File: src/rtl/psl_pkg.sv
// Package: shared widths, operation codes and the bus request record for the
// page select latch. Assumes byte-wide transfers.
package psl_pkg;
    localparam int DATA_W = 8;

    // Operation code = {read, areg}
    typedef enum logic [1:0] {
        OP_WR_DATA = 2'b00,
        OP_WR_AREG = 2'b01,
        OP_RD_DATA = 2'b10,
        OP_RD_AREG = 2'b11
    } psl_op_e;

    typedef struct packed {
        logic              sel;
        logic              strobe;
        psl_op_e           op;
        logic [DATA_W-1:0] wdata;
    } psl_req_t;
endpackage

File: src/rtl/psl_decode.sv
// Module: psl_decode
// Classifies the current CPU cycle and flags a page command. When the guard
// is built in, a command additionally needs the ROM counter at GUARD_ADDR.
// Assumes the request is stable for the whole strobe cycle.
module psl_decode
    import psl_pkg::*;
#(
    parameter int              OFFS_W     = 13,
    parameter bit              GUARD_EN   = 1'b0,
    parameter logic [OFFS_W-1:0] GUARD_ADDR = '1
) (
    input  logic              clk,
    input  logic              rst_n,
    input  psl_req_t          req,
    input  logic [OFFS_W-1:0] rom_addr,
    output logic              page_cmd
);
    logic is_wr_data;
    logic guard_ok;

    // Purpose: spot a selected, strobed data write
    always_comb begin
        is_wr_data = req.sel && req.strobe && (req.op == OP_WR_DATA);
    end

    generate
        if (GUARD_EN) begin : g_guard
            // Purpose: accept only at the guard address
            always_comb guard_ok = (rom_addr == GUARD_ADDR);

            // a command never leaves the decoder off the guard address
            assert_guard_addr_R8: assert property (@(posedge clk) disable iff (!rst_n)
                (rom_addr != GUARD_ADDR) |-> !page_cmd);
        end else begin : g_noguard
            // Purpose: no address restriction
            always_comb guard_ok = 1'b1;
        end
    endgenerate

    // Purpose: combine write detection with the guard
    always_comb page_cmd = is_wr_data && guard_ok;

    // any other operation code never produces a command
    assert_other_ops_R5: assert property (@(posedge clk) disable iff (!rst_n)
        (req.op != OP_WR_DATA) |-> !page_cmd);
endmodule

File: src/rtl/psl_page_reg.sv
// Module: psl_page_reg
// Holds the current page. Loads the low PAGE_W bits of the write byte on a
// command and clears on reset. Assumes PAGE_W <= DATA_W.
module psl_page_reg
    import psl_pkg::*;
#(
    parameter int PAGE_W = 8
) (
    input  logic              clk,
    input  logic              rst_n,
    input  logic              load,
    input  logic [DATA_W-1:0] din,
    output logic [PAGE_W-1:0] page
);
    // Purpose: synchronous reset, load on command, otherwise hold
    always_ff @(posedge clk) begin
        if (!rst_n) begin
            page <= '0;
        end else if (load) begin
            page <= din[PAGE_W-1:0];
        end
    end

    // the byte of a command is the page one cycle later
    assert_page_load_R2: assert property (@(posedge clk) disable iff (!rst_n)
        load |=> (page == $past(din[PAGE_W-1:0])));

    // without a command the page holds
    assert_page_hold_R5: assert property (@(posedge clk) disable iff (!rst_n)
        !load |=> $stable(page));

    // reset clears the page
    assert_page_reset_R3: assert property (@(posedge clk)
        !rst_n |=> (page == '0));
endmodule

File: src/rtl/psl_path.sv
// Module: psl_path
// Carries the CPU request to the ROM port and returns ready. In isolating
// builds it hides a page command from the ROM port and answers ready itself.
// The ROM clock is never touched here.
module psl_path
    import psl_pkg::*;
#(
    parameter bit ISOLATE = 1'b0
) (
    input  logic              clk,
    input  logic              rst_n,
    input  psl_req_t          req,
    input  logic              page_cmd,
    input  logic              rom_ready,
    output psl_req_t          rom_req,
    output logic              cpu_ready
);
    logic hide;

    generate
        if (ISOLATE) begin : g_isolate
            // Purpose: hide exactly the command cycles
            always_comb hide = page_cmd;

            // a command never reaches the ROM port and is answered locally
            assert_hide_cmd_R7: assert property (@(posedge clk) disable iff (!rst_n)
                page_cmd |-> (!rom_req.sel && !rom_req.strobe && cpu_ready
                              && (rom_req.wdata == '0)));
        end else begin : g_forward
            // Purpose: never hide anything
            always_comb hide = 1'b0;

            // a command is seen by the ROM port and ready comes from it
            assert_fwd_cmd_R6: assert property (@(posedge clk) disable iff (!rst_n)
                page_cmd |-> (rom_req.sel && rom_req.strobe
                              && (cpu_ready == rom_ready)));
        end
    endgenerate

    // Purpose: gate select, strobe and data while hidden
    always_comb begin
        rom_req        = req;
        if (hide) begin
            rom_req.sel    = 1'b0;
            rom_req.strobe = 1'b0;
            rom_req.wdata  = '0;
        end
    end

    // Purpose: local ready while hidden, otherwise the ROM's ready
    always_comb cpu_ready = hide ? 1'b1 : rom_ready;

    // ordinary cycles reach the ROM port unchanged
    assert_pass_other_R5: assert property (@(posedge clk) disable iff (!rst_n)
        !page_cmd |-> ((rom_req == req) && (cpu_ready == rom_ready)));
endmodule

File: src/rtl/page_select_latch.sv
// Module: page_select_latch (top)
// Turns a selected data write on a read-only ROM port into a page select.
// The mapped address joins the page with the ROM counter. ISOLATE picks
// whether the ROM port sees the command; GUARD_EN restricts commands to
// GUARD_ADDR. Assumes one strobe per access and a synchronous ROM counter.
module page_select_latch
    import psl_pkg::*;
#(
    parameter int                PAGE_W     = 8,
    parameter int                OFFS_W     = 13,
    parameter bit                ISOLATE    = 1'b0,
    parameter bit                GUARD_EN   = 1'b0,
    parameter logic [OFFS_W-1:0] GUARD_ADDR = '1,
    localparam int               MAP_W      = PAGE_W + OFFS_W
) (
    input  logic              clk,
    input  logic              rst_n,
    input  logic              cpu_sel,
    input  logic              cpu_strobe,
    input  logic              cpu_read,
    input  logic              cpu_areg,
    input  logic [DATA_W-1:0] cpu_wdata,
    output logic              cpu_ready,
    output logic              rom_sel,
    output logic              rom_strobe,
    output logic              rom_read,
    output logic              rom_areg,
    output logic [DATA_W-1:0] rom_wdata,
    input  logic              rom_ready,
    input  logic [OFFS_W-1:0] rom_addr,
    output logic [PAGE_W-1:0] page_o,
    output logic [MAP_W-1:0]  mapped_addr
);
    psl_req_t cpu_req;
    psl_req_t rom_req;
    logic     page_cmd;

    // Purpose: gather CPU pins into one request record
    always_comb begin
        cpu_req.sel    = cpu_sel;
        cpu_req.strobe = cpu_strobe;
        cpu_req.op     = psl_op_e'({cpu_read, cpu_areg});
        cpu_req.wdata  = cpu_wdata;
    end

    psl_decode #(
        .OFFS_W    (OFFS_W),
        .GUARD_EN  (GUARD_EN),
        .GUARD_ADDR(GUARD_ADDR)
    ) u_decode (
        .clk     (clk),
        .rst_n   (rst_n),
        .req     (cpu_req),
        .rom_addr(rom_addr),
        .page_cmd(page_cmd)
    );

    psl_page_reg #(
        .PAGE_W(PAGE_W)
    ) u_page (
        .clk  (clk),
        .rst_n(rst_n),
        .load (page_cmd),
        .din  (cpu_wdata),
        .page (page_o)
    );

    psl_path #(
        .ISOLATE(ISOLATE)
    ) u_path (
        .clk      (clk),
        .rst_n    (rst_n),
        .req      (cpu_req),
        .page_cmd (page_cmd),
        .rom_ready(rom_ready),
        .rom_req  (rom_req),
        .cpu_ready(cpu_ready)
    );

    // Purpose: spread the ROM-side record onto the output pins
    always_comb begin
        rom_sel    = rom_req.sel;
        rom_strobe = rom_req.strobe;
        rom_read   = rom_req.op[1];
        rom_areg   = rom_req.op[0];
        rom_wdata  = rom_req.wdata;
    end

    // Purpose: page above the ROM counter
    always_comb mapped_addr = {page_o, rom_addr};

    // the mapped upper bits change only in the cycle after a command
    assert_switch_after_R9: assert property (@(posedge clk) disable iff (!rst_n)
        $past(rst_n) && $past(page_cmd)
        |-> (mapped_addr[MAP_W-1:OFFS_W] == $past(cpu_wdata[PAGE_W-1:0])));

    // the low part of the mapped address is the ROM counter
    assert_low_bits_R4: assert property (@(posedge clk) disable iff (!rst_n)
        mapped_addr[OFFS_W-1:0] == rom_addr);
endmodule

File: config.mk
export PLATFORM = sky130hd
export DESIGN_NAME = page_select_latch
export DESIGN_NICKNAME = d
export VERILOG_FILES = /design/src/rtl/psl_pkg.sv /design/src/rtl/psl_decode.sv /design/src/rtl/psl_page_reg.sv /design/src/rtl/psl_path.sv /design/src/rtl/page_select_latch.sv
export SDC_FILE = /design/constraint.sdc
export NUM_CORES = 1
export LEC_CHECK = 0
export CELL_PAD_IN_SITES_DETAIL_PLACEMENT = 1
export CELL_PAD_IN_SITES_GLOBAL_PLACEMENT = 2
export CORE_ASPECT_RATIO = 0.6
export CORE_MARGIN = 8
export CORE_UTILIZATION = 13
export CTS_CLUSTER_SIZE = 8
export DETAILED_ROUTE_END_ITERATION = 6
export HOLD_SLACK_MARGIN = 0.03
export MAX_ROUTING_LAYER = met4
export PLACE_DENSITY = 0.95
export SYNTH_ARGS = -nofsm -noshare
export SYNTH_HDL_FRONTEND = slang
export SYNTH_SLANG_ARGS = --single-unit
File: constraint.sdc
create_clock -name clk -period 2.4 [get_ports clk]
set_input_delay 0.48 -clock clk [delete_from_list [all_inputs] [get_ports clk]]
set_output_delay 0.48 -clock clk [all_outputs]
set_load 0.005 [all_outputs]
# ---- Word level (Yosys, flattened, before mapping)
# Index checks and enable logic that the tools add are counted.
dict set report word_totals {
  register_bits 8
  wordCells 4
  input_bits 28
  out_inout_bits 42
}
dict set report op_classes {
  n_reduce_logical 3
}
# operator n
set op_table {}
lappend op_table {{$logic_and A1 B1 Y1} 2}
lappend op_table {{$logic_not A2 Y1} 1}

# ---- Depth between registers and ports, before layout
dict set report depth {
  depth_word 2
  mapped_depth 4
  mapped_depth_nobuf 2
}

# ---- Hierarchy
# Synthesis repeated with hierarchy kept, for this count alone.
dict set report hier_totals {
  cells_unflattened 60
  hier_area_um2 569.3
}
# mod seq_area_each_um2 n_inst cells_each area_per_inst_um2
set by_module_without_submodules {}
lappend by_module_without_submodules {psl_page_reg 160.2 1 25 301.5}
lappend by_module_without_submodules {page_select_latch 0.0 1 21 157.7}
lappend by_module_without_submodules {psl_path 0.0 1 13 97.6}
lappend by_module_without_submodules {psl_decode 0.0 1 1 12.5}

# ---- Worst setup path after synthesis
# OpenSTA, ideal clock, no wires.
dict set report synth_timing {
  kind {in2reg}
  from {input cpu_areg}
  to {register u_page.page[0]}
  required_time_ps 2328
  stages 3
  setup_time_ps 72
  setup_slack_ps 1289
  n_path_buf 1
  arrival_time_ps 1040
  cell_sequence {and4bb_1 > buf_6 > mux2i_1}
}
dict set report synth_via {
  elab_chain_len 2
}
# element line_no
set synth_rtl {}
lappend synth_rtl {{from (decl)} page_select_latch.sv:21} ;# input logic cpu_areg,
lappend synth_rtl {{$logic_not A2 Y1} psl_decode.sv:23} ;# is_wr_data = req.sel && req.strobe && (req.op == OP_WR_DATA);
lappend synth_rtl {{$logic_and A1 B1 Y1} psl_decode.sv:23}
lappend synth_rtl {{to (signal assigned)} psl_page_reg.sv:20} ;# page <= din[PAGE_W-1:0];
lappend synth_rtl {{to (decl)} psl_page_reg.sv:13} ;# output logic [PAGE_W-1:0] page
# Every way passes these cells.
# A chain may end at the register's enable or synchronous reset.

# ---- Worst setup path in the final report
dict set report layout_timing {
  from {input cpu_read}
  to {output rom_read}
}
# element line_no
set layout_lines {}
lappend layout_lines {{from (decl)} page_select_latch.sv:20} ;# input logic cpu_read,
lappend layout_lines {{to (decl)} page_select_latch.sv:26} ;# output logic rom_read,
# No word-level cell between the ends.

==> impl_metrics.ini <==
[status]
status = complete, no violations

[detailed_routing]
drtIter0Drc = 6
wl_per_cell_um = 11.3
ant_nets = 0
routed_wl_mm = 1.60
drt-pass1-iter-count = 2
drc = 0
vias = 435
vias_per_cell = 3.06

[cts]
numCtsBuffers = 3
clkLatencyLatePin_ns = 0.23
cts_resized = 0
cts_hold_buffers = 0
cts-root-buf = clkbuf_8
htree_levels = 1
post_cts_buffers = 0
cts.path.max_buffers = 2
cts.sinks = 8
cts_tree = built
path_clk_slew_ns = 0.04

[power_and_ir_drop]
p_sw_share_pct = 21.3
ir_drop_uv = 121
p_per_area_nw_per_um2 = 438
comb_power_share_pct = 19.5
p_int_mw = 0.296
leakage_nw = 0.299
p_switching_mw = 0.0802
finalPower_mw = 0.376
p_seq_share_pct = 36.8
clkPwrFrac_pct = 43.7

[cells_and_area]
seq_area_sq_um = 160
multi_input_area_sq_um = 153
largest_register_ffs = 8
fin_cells = 142
n_antenna_cell = 0
utilization_pct = 19.2
drive_gt1_share_pct = 6.33
reg_top3 = u_page.page: 8 flops
areaGrowthSynthToFinish_pct = 45.0
final.fill_count = 551
layout.nets = 109
top_register = u_page.page

[sta]
maxSlewHeadroom_pct = 80.7
layout_min_cycle_time_ns = 1.98
setup_tns_ns = 0
hold_viol_final = 0
grt_setup_unrepaired = false
fin_crit_sh_pct = 82.4
fin_ws_ns = 0.422
finalSetupViolations = 0
tightestPinTransition_ns = 0.289
drv_slew = 0
fmax_mhz = 506
skew_ns = 0

[floorplanning]
fp.dieW_um = 103
start_util_pct = 13.2
die_h_um = 68.3
ios = 70
rows = 19
core-area_sq_um = 4470
dieArea_sq_um = 7040

[synth]
synth_nets = 98
syn_avg_cell_area_sq_um = 8.45
yosys.cell_count.top_type = buf_4
postSynth.asyncResetShare_pct = 0
synth_edf_count = 0
syn_inst = 70
yosysTopAreaCell = buf_4
yosys_warnings = 0
ys_seq_area_share_pct = 27.1
yosysUniqueCellTypes = 7
ys_ff_latch = 8
synth_common_cells = buf_4, nand2_1, dfxtp_1, mux2i_1
synth_top_flop_cell = dfxtp_1
yosys-top-cells-area = buf_4, dfxtp_1, mux2i_1
syn_area_sq_um = 592
yosysTopAreaCellShare_pct = 44.4

[setup_path]
r2r_cells = 2
cp_cell_sequence = clkdlybuf4s50_1 -> clkdlybuf4s50_1
cp.depth = 2
max_stage_delay_ns = 0.52
cp.required_ns = 1.92
crit_type = in2out
critPathBufInv = 2
critical_path.top_delay_family = buffers and inverters
critPathSlowestCell = clkdlybuf4s50_1
worstPathMaxFanout = 2
crit_path_start_kind = input pin
crit_top_cell = clkdlybuf4s50_1
cp.arrival_ns = 1.50
end_kind = primary output
r2r_slack_ns = 1.80

[global_routing]
grt_pass1_wl_mm = 2.23
grt_max_degree = 11
grt-ovfl-total = 0
grtUsageTotal_pct = 4.59
grt_pass1_vias = 460
antenna_found_initial = 0

[placement]
placedCellCount = 139
gp_congestion = 0.620
port-buffer-count = 41
dpl.hpwl_mm = 1.33
preCtsSetupSlack_ns = 0.414

[hold_path]
hold_path_depth = 2
hold_path.class = reg2reg

[job]
max_cap_viol_count = 0
==> power by group through the flow <==
stage	Sequential, mW	Combinational [mW]	Clock (mW)
floorplan	0.141	0.0528	0
global placement	0.141	0.0748	0
detailed placement	0.141	0.0754	0
CTS	0.138	0.0759	0.177
global route	0.139	0.0797	0.186
finish	0.138	0.0735	0.164
==> worst paths after layout <==
kind / start / endpoint
max: cpu_read / rom_read
min: u_page.page[7] / u_page.page[7]
max reg2reg: u_page.page[4] / u_page.page[4]
min reg2reg: u_page.page[7] / u_page.page[7]
==> cells in the final DEF (no fill, tap or decap), drive strengths merged <==
cell type and instances:
clkbuf 3, and4bb 1, clkdlybuf4s50 41, nand2 16
dfxtp 8, mux2i 8, buf 2
==> logic make-up (layout without fill, tap and decap cells) <==
| logic type | count (synthesis) | count (layout) | share of synthesized area (%) |
|---|---|---|---|
| AND/OR/NAND/NOR | 17 | 17 | 12.3 |
| buffers and inverters | 37 | 46 | 47.1 |
| flip-flops | 8 | 8 | 27.1 |
| multiplexers | 8 | 8 | 13.5 |
==> stage by stage <==
stage	instance area (sq um)	hold slack, ns
5_1_grt	858	0.507
6_report	858	0.470
4_1_cts	858	0.475
3_5_place_dp	817	0.467
3_3_place_gp	817	0.460
2_1_floorplan	592	0.464
==> layout make-up <==
type	count	area share (%)
flip-flops and latches	8	18.7
multi-input cells	25	17.8
well taps	63	9.18
clock buffers	3	4.81
repair buffers	43	49.6
==> layer usage <==
layer	GRT usage, %	wire (um)	up-vias
met1	4.78	709	207
met3	2.44	101	2
met5	-	0	-
met4	2.15	27	0
met2	7.12	763	22
li1	-	-	204
No activity file was read; power rests on OpenSTA's default activity.
